--- config.mk ---
export PLATFORM = sky130hd
export DESIGN_NAME = intr_prio_ctrl
export DESIGN_NICKNAME = d
export VERILOG_FILES = /design/src/rtl/intr_prio_ctrl.sv
export SDC_FILE = /design/constraint.sdc
export NUM_CORES = 1
export LEC_CHECK = 0
export ABC_AREA = 1
export BUFFER_PORTS_ARGS = -buffer_cell sky130_fd_sc_hd__buf_4
export CAP_MARGIN = 20
export CORE_MARGIN = 2
export CORE_UTILIZATION = 35
export CTS_CLUSTER_SIZE = 12
export DETAILED_ROUTE_END_ITERATION = 10
export MAX_ROUTING_LAYER = met4
export SLEW_MARGIN = 40
export SYNTH_ARGS = -nofsm -noshare
export SYNTH_HDL_FRONTEND = slang
export SYNTH_SLANG_ARGS = --single-unit
--- constraint.sdc ---
create_clock -name clk -period 2 [get_ports clk]
set_input_delay 0.1 -clock clk [delete_from_list [all_inputs] [get_ports clk]]
set_output_delay 0.1 -clock clk [all_outputs]
set_load 0.01 [all_outputs]
--- src/rtl/intr_prio_ctrl.sv ---
module intr_prio_ctrl #(
  parameter int NSRC = 6,
  parameter int NEXT = 2,
  parameter int NPRB = 5
) (
  input  logic              clk,
  input  logic              rst_n,
  input  logic              cyc_stb,
  input  logic [NEXT-1:0]   ext_pin_n,
  input  logic [NEXT-1:0]   ext_edge_mode,
  input  logic [1:0]        tmr_ovf,
  input  logic              ser_pend,
  input  logic              tmr2_pend,
  input  logic              glb_en,
  input  logic [NSRC-1:0]   src_en,
  input  logic [7:0]        prio_reg,
  input  logic              vec_ack,
  input  logic              reti,
  output logic              irq_req,
  output logic [$clog2(NSRC)-1:0] irq_src,
  output logic              irq_hi,
  output logic [1:0]        in_svc,
  output logic [NEXT-1:0]   ext_flag,
  output logic [1:0]        tmr_flag
);
  localparam int IW = $clog2(NSRC);

  logic [NEXT-1:0] samp;
  logic [NEXT-1:0] ext_req;
  logic [NSRC-1:0] pend, cand, hi_mask, hi_c, lo_c;
  logic            grant;

  assign grant = vec_ack & irq_req;

  always_ff @(posedge clk or negedge rst_n)
    if (!rst_n) samp <= '1;
    else if (cyc_stb) samp <= ext_pin_n;

  for (genvar i = 0; i < NEXT; i++) begin : g_ext
    logic fall;
    assign fall = cyc_stb & samp[i] & ~ext_pin_n[i] & ext_edge_mode[i];
    always_ff @(posedge clk or negedge rst_n)
      if (!rst_n) ext_flag[i] <= 1'b0;
      else if (!ext_edge_mode[i]) ext_flag[i] <= 1'b0;
      else if (fall) ext_flag[i] <= 1'b1;
      else if (grant && irq_src == IW'(2 * i)) ext_flag[i] <= 1'b0;
    assign ext_req[i] = ext_edge_mode[i] ? ext_flag[i] : ~samp[i];
  end

  for (genvar t = 0; t < 2; t++) begin : g_tmr
    always_ff @(posedge clk or negedge rst_n)
      if (!rst_n) tmr_flag[t] <= 1'b0;
      else if (tmr_ovf[t]) tmr_flag[t] <= 1'b1;
      else if (grant && irq_src == IW'(2 * t + 1)) tmr_flag[t] <= 1'b0;
  end

  assign pend    = {tmr2_pend, ser_pend, tmr_flag[1], ext_req[1], tmr_flag[0], ext_req[0]};
  assign cand    = pend & src_en & {NSRC{glb_en}};
  assign hi_mask = {{(NSRC-NPRB){1'b0}}, prio_reg[NPRB-1:0]};
  assign hi_c    = cand & hi_mask;
  assign lo_c    = cand & ~hi_mask;

  function automatic logic [IW-1:0] first_set(input logic [NSRC-1:0] v);
    logic [IW-1:0] f;
    f = '0;
    for (int i = NSRC - 1; i >= 0; i--)
      if (v[i]) f = IW'(i);
    return f;
  endfunction

  always_comb begin
    irq_req = 1'b0;
    irq_hi  = 1'b0;
    irq_src = '0;
    if (!in_svc[1] && |hi_c) begin
      irq_req = 1'b1;
      irq_hi  = 1'b1;
      irq_src = first_set(hi_c);
    end else if (in_svc == 2'b00 && |lo_c) begin
      irq_req = 1'b1;
      irq_src = first_set(lo_c);
    end
  end

  logic [1:0] svc_clr, svc_set;
  assign svc_clr = !reti ? 2'b00 : (in_svc[1] ? 2'b10 : 2'b01);
  assign svc_set = !grant ? 2'b00 : (irq_hi ? 2'b10 : 2'b01);

  always_ff @(posedge clk or negedge rst_n)
    if (!rst_n) in_svc <= 2'b00;
    else in_svc <= (in_svc & ~svc_clr) | svc_set;

  a_r5_high_blocks_all: assert property (@(posedge clk) disable iff (!rst_n)
    in_svc[1] |-> !irq_req);
  a_r5_low_only_high: assert property (@(posedge clk) disable iff (!rst_n)
    (in_svc[0] && irq_req) |-> irq_hi);
  a_r6_global_off: assert property (@(posedge clk) disable iff (!rst_n)
    !glb_en |-> !irq_req);
  a_r11_grant_marks: assert property (@(posedge clk) disable iff (!rst_n)
    (vec_ack && irq_req && irq_hi) |=> in_svc[1]);
  a_r9_tmr0_cleared: assert property (@(posedge clk) disable iff (!rst_n)
    (vec_ack && irq_req && irq_src == IW'(1) && !tmr_ovf[0]) |=> !tmr_flag[0]);
  a_r10_reti_high: assert property (@(posedge clk) disable iff (!rst_n)
    (reti && in_svc[1]) |=> !in_svc[1]);
  a_r10_reti_low: assert property (@(posedge clk) disable iff (!rst_n)
    (reti && in_svc == 2'b01 && !vec_ack) |=> in_svc == 2'b00);
  a_r7_flag_holds: assert property (@(posedge clk) disable iff (!rst_n)
    (ext_flag[0] && ext_edge_mode[0] && !vec_ack) |=> ext_flag[0]);
endmodule

==> results.py <==
metrics = {
    "grt": {
        "grt_pass1_vias": 791,
        "grt_pass1_wl_um": 3170,
        "antenna_found_initial": 0,
        "grt.overflow.total": 0,
        "grt_max_degree": 9,
        "grt_use_total": 0.167,
    },
    "route": {
        "ant_nets": 0,
        "drtIter0Drc": 11,
        "via_count": 823,
        "vias_per_cell": 4.57,
        "wl_um": 1740,
        "drc": 0,
        "wl_per_cell_um": 9.69,
        "firstDrtPassIters": 4,
    },
    "synth": {
        "synth_edf_count": 0,
        "synth_top_flop_cell": "dfrtp_1",
        "synthTopCellsByCount": "nand2_1, inv_1, nor2_1",
        "async_flop_share": 1.00,
        "yosys.area_share.adder": 0,
        "synthTopCellsByArea": "dfrtp_1, nand2_1, inv_1, dfstp_2, nand3_2",
        "synth_seq_cells": 8,
        "synth-simple-area-share": 0.496,
        "synth-seq-area-share": 0.272,
        "yosysTopAreaCellShare": 0.202,
        "syn_inst": 114,
        "yosys.area.top_type": "dfrtp_1",
        "ys_warn_count": 0,
        "synth_compound_area_frac": 0.0958,
        "synth_cell_types": 20,
        "synthMuxAreaShare": 0,
        "synthMostInstantiatedCell": "nand2_1",
        "synth_area_per_cell_sq_um": 6.53,
        "synth_xor_xnor_area_share": 0,
        "synthesis.nets": 142,
        "synth_top_family_by_area": "simple AND/OR/NAND/NOR gates",
        "synth_area_sq_um": 744,
    },
    "clocking": {
        "cts_hold_buf": 1,
        "ctsResizeCount": 0,
        "cts_buffer_depth": 2,
        "cts_tree": "built",
        "clkTransAtPathRegs_ns": 0.06,
        "htree_levels": 1,
        "cts-root-buf": "clkbuf_4",
        "numCtsBuffers": 3,
        "insertion_delay_ns": 0.25,
        "clock_sinks": 8,
        "post_cts_buffers": 0,
    },
    "sta": {
        "tns_ns": 0,
        "fin_crit_ns": 1.74,
        "slew-limit-headroom": 0.855,
        "rsz0062_at_grt": "no",
        "hold_viol": 0,
        "setup_viol_count_final": 0,
        "tightest_slew_ns": 0.216,
        "skew_ns": 0.00695,
        "finalCritPeriodShare": 0.870,
        "setup_slack_ns": 0.261,
        "final-max-slew-violation-count": 0,
        "fmax_ghz": 0.575,
    },
    "layout": {
        "synthToLayoutAreaGrowth_pct": 43.2,
        "fillers": 203,
        "drive_gt1_frac": 0.425,
        "nNetsFinal": 182,
        "num_antenna_cells": 0,
    },
    "setup_path": {
        "r2r_cells": 11,
        "cp_slowest_cell": "dfstp_2",
        "worst-path-stages": 9,
        "crit_family": "simple AND/OR/NAND/NOR gates",
        "path_cells": "o21ai_2, nand3_2, nand2_1, nor2_2, nand2_4, nand2_4, nand2_1, nand2_2, buf_4",
        "end_kind": "output pin",
        "cp_num_buf_inv": 1,
        "required_ns": 1.90,
        "path_class": "reg -> out",
        "crit_fanout": 8,
        "critPathLaunchType": "register",
        "max_stage_delay_ns": 0.55,
        "cp_data_arrival_time_ns": 1.64,
    },
    "floorplanning": {
        "die_x_um": 50.1,
        "rows": 16,
        "core_area_sq_mm": 0.00198,
        "die_height_um": 50.1,
        "die_area_sq_mm": 0.00251,
        "io_pins": 39,
        "start_util": 0.376,
    },
    "min_path": {
        "hold_class": "in -> reg",
        "whs_path_depth": 3,
    },
    "flow_run": {
        "drv_cap": 0,
    },
    "place": {
        "dp_hpwl_um": 1500,
        "pre_cts_ws_ns": 0.367,
        "io_buffers": 35,
        "place_congestion": 0.809,
    },
    "power": {
        "ir_worst_vdd_mv": 0.362,
        "p_per_area_mw_per_mm2": 511,
        "p_leak_nw": 0.620,
    },
    "outcome": {
        "status": "finished clean",
    },
}
path summary, 6_finish.rpt:
check	end	startpoint	slack, ns
setup / recovery	irq_src[1]	samp[0]$_DFFE_PN1P_	0.26
hold / removal	tmr_flag[1]$_DFFE_PN0P_	tmr_ovf[1]	0.02
setup reg to reg	ext_flag[1]$_DFFE_PN0P_	samp[0]$_DFFE_PN1P_	0.36
hold reg to reg	samp[0]$_DFFE_PN1P_	samp[0]$_DFFE_PN1P_	0.50
max in group asynchronous	samp[1]$_DFFE_PN1P_	rst_n	1.59
min in group asynchronous	in_svc[0]$_DFF_PN0_	rst_n	0.20
cell usage in the layout, fill, tap and decap left out, drive strengths merged:
cell	synthesis	routed
o21ai	8	8
dfrtp	6	6
nand3	12	12
dfstp	2	2
a21oi	1	1
inv	24	24
clkbuf	0	4
o21bai	1	1
buf	1	35
nand2	39	39
nor2	11	11
nand4	8	8
dlygate4sd3	0	1
o211ai	1	1
per-stage QoR:
stage	power [mW]	std cells	area (sq um)	hold WS (ns)	utilization
6_report	0.545	180	1070	0.0249	0.538
5_1_grt	0.592	180	1070	0.0235	0.538
4_1_cts	0.556	180	1070	0.0178	0.538
3_5_place_dp	0.416	175	1030	-0.0758	0.520
3_3_place_gp	0.414	175	1030	-0.0753	0.520
2_1_floorplan	0.317	114	744	-0.196	-
report_power, final:
part,switching [mW],internal (mW)
clock network,0.0553,0.0763
registers,0.0126,0.180
logic,0.119,0.102
total,0.187,0.358
layout make-up:
type	count	area, sq um	area share
timing repair buffer	36	273	0.256
sequential	8	203	0.190
tap	27	33.8	0.0317
clock buffer	4	26.3	0.0246
inverter	24	90.1	0.0845
multi-input combinational	81	440	0.413
worst reg2reg max path, stage by stage (launching register included):
cell and delay (ns):
dfstp_2 0.55, o21ai_2 0.08, nand3_2 0.10, nand2_1 0.07, nor2_2 0.12, nand2_4 0.07
nand2_4 0.10, nor2_1 0.05, a21oi_1 0.18, nand3_1 0.11, nand2_1 0.07, nand2_1 0.04
registers in the layout, summed over array words and instances (netlist names):
name	cells
tmr_flag	2
in_svc	2
ext_flag	2
samp	2
metal layers:
layer / track usage / vias to the layer above / share of wire
met5: - / - / 0
met4: 0.0694 / 0 / 0.0075
met3: 0.0121 / 2 / 0.053
met2: 0.292 / 24 / 0.49
met1: 0.197 / 354 / 0.45
li1: - / 443 / -
kinds of logic after synthesis:
kind of cell | Yosys count
flops | 8
compound gates | 11
buf+inv | 25
simple gates | 70
Note: power is estimated with default switching activity, not from simulation.
